==> src/rtl/cexp_pkg.sv <==
package cexp_pkg;

  localparam logic [6:0] OPC_LOAD   = 7'b0000011;
  localparam logic [6:0] OPC_FLOAD  = 7'b0000111;
  localparam logic [6:0] OPC_QLOAD  = 7'b0001111;
  localparam logic [6:0] OPC_IMM    = 7'b0010011;
  localparam logic [6:0] OPC_IMM32  = 7'b0011011;
  localparam logic [6:0] OPC_STORE  = 7'b0100011;
  localparam logic [6:0] OPC_FSTORE = 7'b0100111;
  localparam logic [6:0] OPC_REG    = 7'b0110011;
  localparam logic [6:0] OPC_LUI    = 7'b0110111;
  localparam logic [6:0] OPC_REG32  = 7'b0111011;
  localparam logic [6:0] OPC_BRANCH = 7'b1100011;
  localparam logic [6:0] OPC_JALR   = 7'b1100111;
  localparam logic [6:0] OPC_JAL    = 7'b1101111;

  localparam logic [4:0] REG_ZERO = 5'd0;
  localparam logic [4:0] REG_LINK = 5'd1;
  localparam logic [4:0] REG_SP   = 5'd2;

  typedef struct packed {
    logic [31:0] word;
    logic        bad;
  } xres_t;

  function automatic logic [4:0] near_reg(input logic [2:0] f);
    return {2'b01, f};
  endfunction

  function automatic logic [31:0] fmt_r(input logic [6:0] f7, input logic [4:0] rs2,
                                        input logic [4:0] rs1, input logic [2:0] f3,
                                        input logic [4:0] rd, input logic [6:0] op);
    return {f7, rs2, rs1, f3, rd, op};
  endfunction

  function automatic logic [31:0] fmt_i(input logic [11:0] imm, input logic [4:0] rs1,
                                        input logic [2:0] f3, input logic [4:0] rd,
                                        input logic [6:0] op);
    return {imm, rs1, f3, rd, op};
  endfunction

  function automatic logic [31:0] fmt_s(input logic [11:0] imm, input logic [4:0] rs2,
                                        input logic [4:0] rs1, input logic [2:0] f3,
                                        input logic [6:0] op);
    return {imm[11:5], rs2, rs1, f3, imm[4:0], op};
  endfunction

  function automatic logic [31:0] fmt_b(input logic [12:0] imm, input logic [4:0] rs1,
                                        input logic [2:0] f3);
    return {imm[12], imm[10:5], REG_ZERO, rs1, f3, imm[4:1], imm[11], OPC_BRANCH};
  endfunction

  function automatic logic [31:0] fmt_u(input logic [19:0] imm, input logic [4:0] rd);
    return {imm, rd, OPC_LUI};
  endfunction

  function automatic logic [31:0] fmt_j(input logic [20:0] imm, input logic [4:0] rd);
    return {imm[20], imm[10:1], imm[11], imm[19:12], rd, OPC_JAL};
  endfunction

  // Shift immediate: zero amount stands for 64 on the 128-bit variant
  function automatic logic [11:0] shift_imm(input logic [5:0] amt, input logic arith,
                                            input logic wide);
    logic [6:0] a7;
    a7 = {wide && (amt == 6'd0), amt};
    return {1'b0, arith, 3'b000, a7};
  endfunction

endpackage

==> src/rtl/cexp_q0.sv <==
module cexp_q0
  import cexp_pkg::*;
#(
  parameter int XLEN = 64
) (
  input  logic [15:2] h,
  output xres_t       res
);
  localparam bit HAS_Q = (XLEN == 128);
  localparam bit HAS_D = (XLEN >= 64);

  logic [11:0] imm_spn, imm_w, imm_d, imm_q;
  logic [4:0]  rb, rv;

  assign imm_spn = {2'b00, h[10:7], h[12:11], h[5], h[6], 2'b00};
  assign imm_w   = {5'b0, h[5], h[12:10], h[6], 2'b00};
  assign imm_d   = {4'b0, h[6:5], h[12:10], 3'b000};
  assign imm_q   = {3'b0, h[10], h[6:5], h[12:11], 4'b0000};
  assign rb      = near_reg(h[9:7]);
  assign rv      = near_reg(h[4:2]);

  always_comb begin
    res = '{word: 32'd0, bad: 1'b0};
    unique case (h[15:13])
      3'b000: begin
        res.word = fmt_i(imm_spn, REG_SP, 3'b000, rv, OPC_IMM);
        res.bad  = (imm_spn == 12'd0);
      end
      3'b001: res.word = HAS_Q ? fmt_i(imm_q, rb, 3'b010, rv, OPC_QLOAD)
                               : fmt_i(imm_d, rb, 3'b011, rv, OPC_FLOAD);
      3'b010: res.word = fmt_i(imm_w, rb, 3'b010, rv, OPC_LOAD);
      3'b011: res.word = HAS_D ? fmt_i(imm_d, rb, 3'b011, rv, OPC_LOAD)
                               : fmt_i(imm_w, rb, 3'b010, rv, OPC_FLOAD);
      3'b100: res.bad  = 1'b1;
      3'b101: res.word = HAS_Q ? fmt_s(imm_q, rv, rb, 3'b100, OPC_STORE)
                               : fmt_s(imm_d, rv, rb, 3'b011, OPC_FSTORE);
      3'b110: res.word = fmt_s(imm_w, rv, rb, 3'b010, OPC_STORE);
      default: res.word = HAS_D ? fmt_s(imm_d, rv, rb, 3'b011, OPC_STORE)
                                : fmt_s(imm_w, rv, rb, 3'b010, OPC_FSTORE);
    endcase
  end
endmodule

==> src/rtl/cexp_q1.sv <==
module cexp_q1
  import cexp_pkg::*;
#(
  parameter int XLEN = 64
) (
  input  logic [15:2] h,
  output xres_t       res
);
  localparam bit NARROW = (XLEN == 32);
  localparam bit WIDE   = (XLEN == 128);

  logic [5:0]  v6;
  logic [11:0] simm, sp_imm;
  logic [20:0] jimm;
  logic [12:0] bimm;
  logic [4:0]  rd, rp, rq;
  logic [2:0]  alu_f3;

  assign v6     = {h[12], h[6:2]};
  assign simm   = {{6{h[12]}}, v6};
  assign sp_imm = {{3{h[12]}}, h[4:3], h[5], h[2], h[6], 4'b0000};
  assign jimm   = {{10{h[12]}}, h[8], h[10:9], h[6], h[7], h[2], h[11], h[5:3], 1'b0};
  assign bimm   = {{5{h[12]}}, h[6:5], h[2], h[11:10], h[4:3], 1'b0};
  assign rd     = h[11:7];
  assign rp     = near_reg(h[9:7]);
  assign rq     = near_reg(h[4:2]);

  always_comb begin
    unique case (h[6:5])
      2'b00:   alu_f3 = 3'b000;
      2'b01:   alu_f3 = 3'b100;
      2'b10:   alu_f3 = 3'b110;
      default: alu_f3 = 3'b111;
    endcase
  end

  always_comb begin
    res = '{word: 32'd0, bad: 1'b0};
    unique case (h[15:13])
      3'b000: res.word = fmt_i(simm, rd, 3'b000, rd, OPC_IMM);
      3'b001: begin
        if (NARROW) begin
          res.word = fmt_j(jimm, REG_LINK);
        end else begin
          res.word = fmt_i(simm, rd, 3'b000, rd, OPC_IMM32);
          res.bad  = (rd == REG_ZERO);
        end
      end
      3'b010: res.word = fmt_i(simm, REG_ZERO, 3'b000, rd, OPC_IMM);
      3'b011: begin
        res.bad = (v6 == 6'd0);
        if (rd == REG_SP) res.word = fmt_i(sp_imm, REG_SP, 3'b000, REG_SP, OPC_IMM);
        else              res.word = fmt_u({{14{h[12]}}, v6}, rd);
      end
      3'b100: begin
        unique case (h[11:10])
          2'b00: res.word = fmt_i(shift_imm(v6, 1'b0, WIDE), rp, 3'b101, rp, OPC_IMM);
          2'b01: res.word = fmt_i(shift_imm(v6, 1'b1, WIDE), rp, 3'b101, rp, OPC_IMM);
          2'b10: res.word = fmt_i(simm, rp, 3'b111, rp, OPC_IMM);
          default: begin
            if (!h[12]) begin
              res.word = fmt_r((h[6:5] == 2'b00) ? 7'h20 : 7'h00, rq, rp, alu_f3, rp, OPC_REG);
            end else if (NARROW || h[6]) begin
              res.bad = 1'b1;
            end else begin
              res.word = fmt_r(h[5] ? 7'h00 : 7'h20, rq, rp, 3'b000, rp, OPC_REG32);
            end
          end
        endcase
      end
      3'b101: res.word = fmt_j(jimm, REG_ZERO);
      default: res.word = fmt_b(bimm, rp, {2'b00, h[13]});
    endcase
  end
endmodule

==> src/rtl/cexp_q2.sv <==
module cexp_q2
  import cexp_pkg::*;
#(
  parameter int XLEN = 64
) (
  input  logic [15:2] h,
  output xres_t       res
);
  localparam bit HAS_Q = (XLEN == 128);
  localparam bit HAS_D = (XLEN >= 64);

  logic [11:0] ld_w, ld_d, ld_q, st_w, st_d, st_q;
  logic [4:0]  rd, rs2;
  logic        rd_zero, rs2_zero;

  assign ld_w     = {4'b0, h[3:2], h[12], h[6:4], 2'b00};
  assign ld_d     = {3'b0, h[4:2], h[12], h[6:5], 3'b000};
  assign ld_q     = {2'b0, h[5:2], h[12], h[6], 4'b0000};
  assign st_w     = {4'b0, h[8:7], h[12:9], 2'b00};
  assign st_d     = {3'b0, h[9:7], h[12:10], 3'b000};
  assign st_q     = {2'b0, h[10:7], h[12:11], 4'b0000};
  assign rd       = h[11:7];
  assign rs2      = h[6:2];
  assign rd_zero  = (rd == REG_ZERO);
  assign rs2_zero = (rs2 == REG_ZERO);

  always_comb begin
    res = '{word: 32'd0, bad: 1'b0};
    unique case (h[15:13])
      3'b000: res.word = fmt_i(shift_imm({h[12], h[6:2]}, 1'b0, HAS_Q), rd, 3'b001, rd, OPC_IMM);
      3'b001: res.word = HAS_Q ? fmt_i(ld_q, REG_SP, 3'b010, rd, OPC_QLOAD)
                               : fmt_i(ld_d, REG_SP, 3'b011, rd, OPC_FLOAD);
      3'b010: begin
        res.word = fmt_i(ld_w, REG_SP, 3'b010, rd, OPC_LOAD);
        res.bad  = rd_zero;
      end
      3'b011: begin
        if (HAS_D) begin
          res.word = fmt_i(ld_d, REG_SP, 3'b011, rd, OPC_LOAD);
          res.bad  = rd_zero;
        end else begin
          res.word = fmt_i(ld_w, REG_SP, 3'b010, rd, OPC_FLOAD);
        end
      end
      3'b100: begin
        if (!h[12]) begin
          if (rs2_zero) begin
            res.bad  = rd_zero;
            res.word = fmt_i(12'd0, rd, 3'b000, REG_ZERO, OPC_JALR);
          end else begin
            res.word = fmt_i(12'd0, rs2, 3'b000, rd, OPC_IMM);
          end
        end else begin
          if (rs2_zero && rd_zero)  res.word = 32'h0010_0073;
          else if (rs2_zero)        res.word = fmt_i(12'd0, rd, 3'b000, REG_LINK, OPC_JALR);
          else                      res.word = fmt_r(7'h00, rs2, rd, 3'b000, rd, OPC_REG);
        end
      end
      3'b101: res.word = HAS_Q ? fmt_s(st_q, rs2, REG_SP, 3'b100, OPC_STORE)
                               : fmt_s(st_d, rs2, REG_SP, 3'b011, OPC_FSTORE);
      3'b110: res.word = fmt_s(st_w, rs2, REG_SP, 3'b010, OPC_STORE);
      default: res.word = HAS_D ? fmt_s(st_d, rs2, REG_SP, 3'b011, OPC_STORE)
                                : fmt_s(st_w, rs2, REG_SP, 3'b010, OPC_FSTORE);
    endcase
  end
endmodule

==> src/rtl/cexp_top.sv <==
module cexp_top
  import cexp_pkg::*;
#(
  parameter int XLEN = 64
) (
  input  logic        clk,
  input  logic        rst,
  input  logic [15:0] c_insn,
  output logic [31:0] x_insn,
  output logic        illegal
);
  localparam logic [1:0] QUAD_WIDE = 2'b11;

  xres_t r_q0, r_q1, r_q2, pick;

  cexp_q0 #(.XLEN(XLEN)) u_q0 (.h(c_insn[15:2]), .res(r_q0));
  cexp_q1 #(.XLEN(XLEN)) u_q1 (.h(c_insn[15:2]), .res(r_q1));
  cexp_q2 #(.XLEN(XLEN)) u_q2 (.h(c_insn[15:2]), .res(r_q2));

  always_comb begin
    unique case (c_insn[1:0])
      2'b00:   pick = r_q0;
      2'b01:   pick = r_q1;
      2'b10:   pick = r_q2;
      default: pick = '{word: 32'd0, bad: 1'b1};
    endcase
  end

  always_ff @(posedge clk) begin
    if (rst) begin
      x_insn  <= 32'd0;
      illegal <= 1'b0;
    end else begin
      x_insn  <= pick.bad ? 32'd0 : pick.word;
      illegal <= pick.bad;
    end
  end

  // Set once the output register holds a real expansion
  logic armed;
  always_ff @(posedge clk) begin
    if (rst) armed <= 1'b0;
    else     armed <= 1'b1;
  end

  p_wide_input_r2: assert property (@(posedge clk) disable iff (rst)
    armed && $past(c_insn[1:0] == QUAD_WIDE) |-> illegal && (x_insn == 32'd0));

  p_legal_is_base_r2: assert property (@(posedge clk) disable iff (rst)
    armed && !illegal |-> (x_insn[1:0] == 2'b11));

  p_zero_half_r3: assert property (@(posedge clk) disable iff (rst)
    armed && $past(c_insn == 16'h0000) |-> illegal);

  p_break_word_r12: assert property (@(posedge clk) disable iff (rst)
    armed && $past(c_insn == 16'h9002) |-> (x_insn == 32'h0010_0073) && !illegal);

  p_sp_base_r13: assert property (@(posedge clk) disable iff (rst)
    armed && !illegal && $past(c_insn[1:0] == 2'b10 && c_insn[15:13] == 3'b010)
      |-> (x_insn[19:15] == REG_SP));

  p_reset_clear_r1: assert property (@(posedge clk)
    $past(rst) && armed == 1'b0 |-> (x_insn == 32'd0) && !illegal);
endmodule

==> config.mk <==
export PLATFORM = sky130hd
export DESIGN_NAME = cexp_top
export DESIGN_NICKNAME = d
export VERILOG_FILES = /design/src/rtl/cexp_pkg.sv /design/src/rtl/cexp_q0.sv /design/src/rtl/cexp_q1.sv /design/src/rtl/cexp_q2.sv /design/src/rtl/cexp_top.sv
export SDC_FILE = /design/constraint.sdc
export NUM_CORES = 1
export LEC_CHECK = 0
export ABC_AREA = 1
export BUFFER_PORTS_ARGS = -buffer_cell sky130_fd_sc_hd__buf_2
export CORE_ASPECT_RATIO = 2
export CORE_MARGIN = 1
export CORE_UTILIZATION = 33
export DETAILED_ROUTE_END_ITERATION = 7
export GPL_TIMING_DRIVEN = 0
export HOLD_SLACK_MARGIN = 0.02
export PLACE_DENSITY = 0.53
export SETUP_SLACK_MARGIN = 0.1
export SLEW_MARGIN = 20
export SYNTH_ARGS = -nofsm -noshare
export SYNTH_HDL_FRONTEND = slang
export SYNTH_SLANG_ARGS = --single-unit
==> constraint.sdc <==
create_clock -name clk -period 1.9 [get_ports clk]
set_input_delay 0.475 -clock clk [delete_from_list [all_inputs] [get_ports clk]]
set_output_delay 0.475 -clock clk [all_outputs]
set_load 0.01 [all_outputs]
# After elaboration in Yosys (flattened, before gate mapping)
# Cells that the tools add are included.
# classes
eq_ne	13
n_mux	23
reduce_logical	12
# op_table
cell	count
$pmux W30 S7	1
$pmux W29 S7	1
$pmux W32 S6	1
$pmux W33 S3	1
$pmux W32 S3	1
$mux W25	3
$mux W32	2
$mux W29	1
$mux W20	1
$logic_not A12 Y1	1
$mux W6	2
$logic_not A5 Y1	2
$eq A3 B3 Y1 const B	3
$pmux W3 S3	1
$eq A2 B1 Y1 const B	3
$eq A2 B2 Y1 const B	3
$eq A3 B2 Y1 const B	2
$logic_not A2 Y1	3
$logic_not A6 Y1	1
$eq A5 B2 Y1 const B	1
$mux W1	5
$pmux W1 S2	2
$reduce_or A2 Y1	2
$eq A3 B1 Y1 const B	1
4 further kinds	4
# totals
ff_bits	33
output_inout_bits	33

# Longest topological paths before layout
# logic_depth
depth_word	7
depth_mapped	12

# Modules after synthesis
# Synthesis repeated with hierarchy kept, for this count alone.
# unflattened
hier_cells	604
area_unflattened_um2	3405.8
# by_module_without_submodules
mod	instances	cells_each	area_per_inst_um2	seq_area_each_um2
cexp_top	1	287	1682.9	660.6
cexp_q1	1	155	849.6	0.0
cexp_q2	1	100	543.0	0.0
cexp_q0	1	62	330.3	0.0

# Worst setup path before layout
# No wires, ideal clock.
# synth_path
path_type	input to register
start	input port c_insn[10]
end	register x_insn[26]
setup_ns	0.114
t_arrival_ns	1.533
required_ns	1.786
slack_ns	0.253
cell_stages	8
n_path_buf	2
cell_sequence	buf_2 > nor2_1 > nand3_1 > o21ai_0 > nand2_1 > nand4_4 > buf_6 > nor2_1
# synth_via
elab_chain_cells	6
word_cells_on_any_way	18
classes_between	eq/ne (3); mux (10); reduce/logical (5)
# synth_lines
element	line_no	source
from (decl)	cexp_top.sv:8	input logic [15:0] c_insn,
$eq A2 B1 Y1, or another cell as far along	cexp_q1.sv:56	unique case (h[11:10])
$reduce_or A3 Y1 (no line) / $mux W1 (equally long branches)	-	
$mux W1, on equally long branches	cexp_q1.sv:56, cexp_q2.sv:46	
$pmux W1 S3 / $pmux W1 S2 (equally long branches)	cexp_q1.sv:39, cexp_q2.sv:29	
$pmux W33 S3 *	cexp_top.sv:21	unique case (c_insn[1:0])
$reduce_or A2 Y1 (no line)	-	
to (signal assigned)	cexp_top.sv:34	x_insn <= pick.bad ? 32'd0 : pick.word;
to (decl)	cexp_top.sv:9	output logic [31:0] x_insn,
# Every way passes the cells marked *; elsewhere a longest branch is shown, timed or not.
# A chain may end at the register's enable or synchronous reset.

# Worst setup path after layout
# layout_path
start	input port c_insn[0]
end	register x_insn[22]
# layout_via
elab_chain_cells	3
word_cells_on_any_way	5
classes_between	eq/ne (2); mux (1); reduce/logical (2)
# layout_lines
element	line_no
$eq A2 B2 Y1, or another cell as far along	cexp_top.sv:21
$pmux W33 S3 *	cexp_top.sv:21
$reduce_or A2 Y1 (no line)	-
# Marks and branches as above.

==> impl_metrics.tcl <==
set metrics [dict create \
    outcome "completed" \
    ios 51 \
    diodes 0 \
    core-area_um2 7540 \
    cp-end-kind "register" \
    cp-start-kind "input pin" \
    clk_path_buf_depth 2 \
    fin_cells 594 \
    antenna_found_initial 0 \
    hold_path.class "input pin to register" \
    swShare_pct 32.8 \
    syn_area_per_cell_um2 5.74 \
    rows 45 \
    slew_viol_final 0 \
    path_class "input pin to register" \
    cts_buffers 5 \
    ys_warn_count 0 \
    final.fill_count 870 \
    yosysTopAreaCell "dfxtp_1" \
    nets 517 \
    worstPathMaxFanout 7 \
    synth_nets 463 \
    cts_root_buffer "clkbuf_16" \
    cp.required_ns 2.11 \
    grt_pass1_wl_um 18400 \
    final_cell_mix "115 x nand2_1, 67 x nor2_1, 53 x buf_2" \
    port_buffers 42 \
    setup_viol_count_final 0 \
    ant_nets 0 \
    vdd_drop_max_mv 0.252 \
    p_sw_mw 0.680 \
    worstMarginPinSlew_ns 0.597 \
    gp_congestion 1.05 \
    pwr-share-clk_pct 38.0 \
    hold_viol 0 \
    start_util_pct 33.8 \
    track_usage_pct 31.7 \
    leakage_nw 1.59 \
    netlist_area_um2 2550 \
    fin_crit_sh_pct 92.5 \
    fmax_ghz 0.569 \
    internal_power_mw 1.39 \
    h-tree-depth 2 \
    grt_max_degree 12 \
    wl_um 12500 \
    comb_power_share_pct 27.7 \
    ys_seq_area_share_pct 25.1 \
    dpl.hpwl_um 9910 \
    fin_util_pct 42.0 \
    pwr-share-seq_pct 34.3 \
    vias 3328 \
    fp.dieArea_um2 8120 \
    synthTopCellsByArea "dfxtp_1 25%, nand2_1 18%, nor2_1 11%" \
    worstPathCellList "buf_2, inv_2, nor2_2, inv_1, nor2_4, inv_1, nor2_1, o21ai_0, nand3_1, nor2_1, nor2_1" \
    overflow 0 \
    dp.cells 581 \
    wl_per_cell_um 21.1 \
    tns_ns 0 \
    critPathArrivalTime_ns 1.97 \
    vias_per_cell 5.60 \
    synth_top_area_share_pct 25.1 \
    cpPeakStageDelay_ns 0.27 \
    cts_sinks 32 \
    fin_crit_ns 1.76 \
    worstHoldStart "rst" \
    die_x_um 64.2 \
    synth_cells 445 \
    relSlewSlack_pct 60.1 \
    first_pass_iters 5 \
    finalPower_mw 2.07 \
    synthDistinctLibCells 31 \
    hold_slack_ns 0.365 \
    cellPowerDensity_nw_per_um2 655 \
    cts_tree "done" \
    synth.ff_latch_count 32 \
    cts.clk_slew.worst_paths_ns 0.05 \
    drive_above_1_share_pct 23.6 \
    rsz0062_at_grt "false" \
    crit_path_start "c_insn[0]" \
    final_common_cell "nand2_1" \
    slowest_stage "nor2_4" \
    drc 0 \
    area_growth_pct 24.0 \
    maxCapViolations 0 \
    die_h_um 126 \
    crit_top_cell "nor2_1" \
    grt_pass1_vias 3274 \
    drt-initial-drc-count 204 \
]
==> cells in the mapped netlist <==
cell / number
nand2_1: 123
nor2_1: 76
nand3_1: 54
inv_1: 40
dfxtp_1: 32
o21ai_0: 22
a21oi_1: 20
buf_2: 12
nand4_1: 8
o211ai_1: 8
inv_2: 5
a31oi_1: 4
buf_4: 4
buf_6: 4
nor2_2: 4
o22ai_1: 4
nand2_2: 3
nand3_2: 3
a22oi_1: 2
clkbuf_1: 2
o21a_1: 2
o21ai_1: 2
o221ai_1: 2
o31ai_1: 2
a211oi_1: 1
a21boi_0: 1
a41oi_1: 1
inv_4: 1
nand4_4: 1
nor2_4: 1
nor3_1: 1
==> per-layer routing <==
layer / GRT usage, % / part of all wire, % / vias to the layer above
met5: 0 / 0 / -
met4: 30.1 / 10 / 0
met3: 1.89 / 5.5 / 74
met2: 54.4 / 49 / 186
met1: 33.4 / 35 / 1503
li1: - / - / 1565
==> critical path, delay by kind of cell <==
| kind | cells | cell delay [ns] |
|---|---|---|
| and+or+nand+nor | 6 | 0.74 |
| buffers and inverters | 4 | 0.64 |
| AOI/OAI and AO/OA | 1 | 0.10 |
==> sequential cells by signal, indices dropped and copies added, names as in the netlist <==
| register | count |
|---|---|
| x_insn | 31 |
| illegal | 1 |
==> what timing repair did <==
action,CTS,global route
pin swaps,0,3
buffers inserted,0,5
resized for setup,8,27
hold buffers,0,0
endpoints found under the setup margin,31,31
==> area by class of cell <==
cell class / count / area [um2] / area share [%]
buffer: 22 / 148 / 4.66
clock buffer: 6 / 139 / 4.39
clock inverter: 2 / 15.0 / 0.474
inverter: 46 / 179 / 5.65
multi-input combinational: 345 / 1680 / 53.0
sequential: 32 / 641 / 20.2
tap: 94 / 118 / 3.72
timing repair buffer: 47 / 248 / 7.83
==> power groups by stage <==
stage,logic [mW],clock network [mW],registers [mW]
6_report,0.576,0.787,0.711
5_1_grt,0.613,0.842,0.713
4_1_cts,0.538,0.808,0.712
3_5_place_dp,0.532,0,0.726
3_3_place_gp,0.540,0,0.724
2_1_floorplan,0.314,0,0.743
==> through the flow <==
step	instance area [um2]	worst slack (ns)
6_report	3170	0.143
5_1_grt	3170	0.101
4_1_cts	3060	0.105
3_5_place_dp	2880	-0.287
3_3_place_gp	2880	-0.352
2_1_floorplan	2550	0.253
==> cells by family (layout without fill, tap and decap cells) <==
logic type	count (synthesis)	in the layout	synth area share, %
buffers and inverters	68	123	12.4
flip-flops	32	32	25.1
AO/OA/AOI/OAI	71	71	16.3
AND/OR/NAND/NOR	274	274	46.2
==> worst paths after layout <==
check	slack, ns	to	depth (start not counted)
setup / recovery	0.14	x_insn[22]$_SDFF_PP0_	11
hold / removal	0.36	illegal$_SDFF_PP0_	2
No activity file was read; power rests on OpenSTA's default activity.
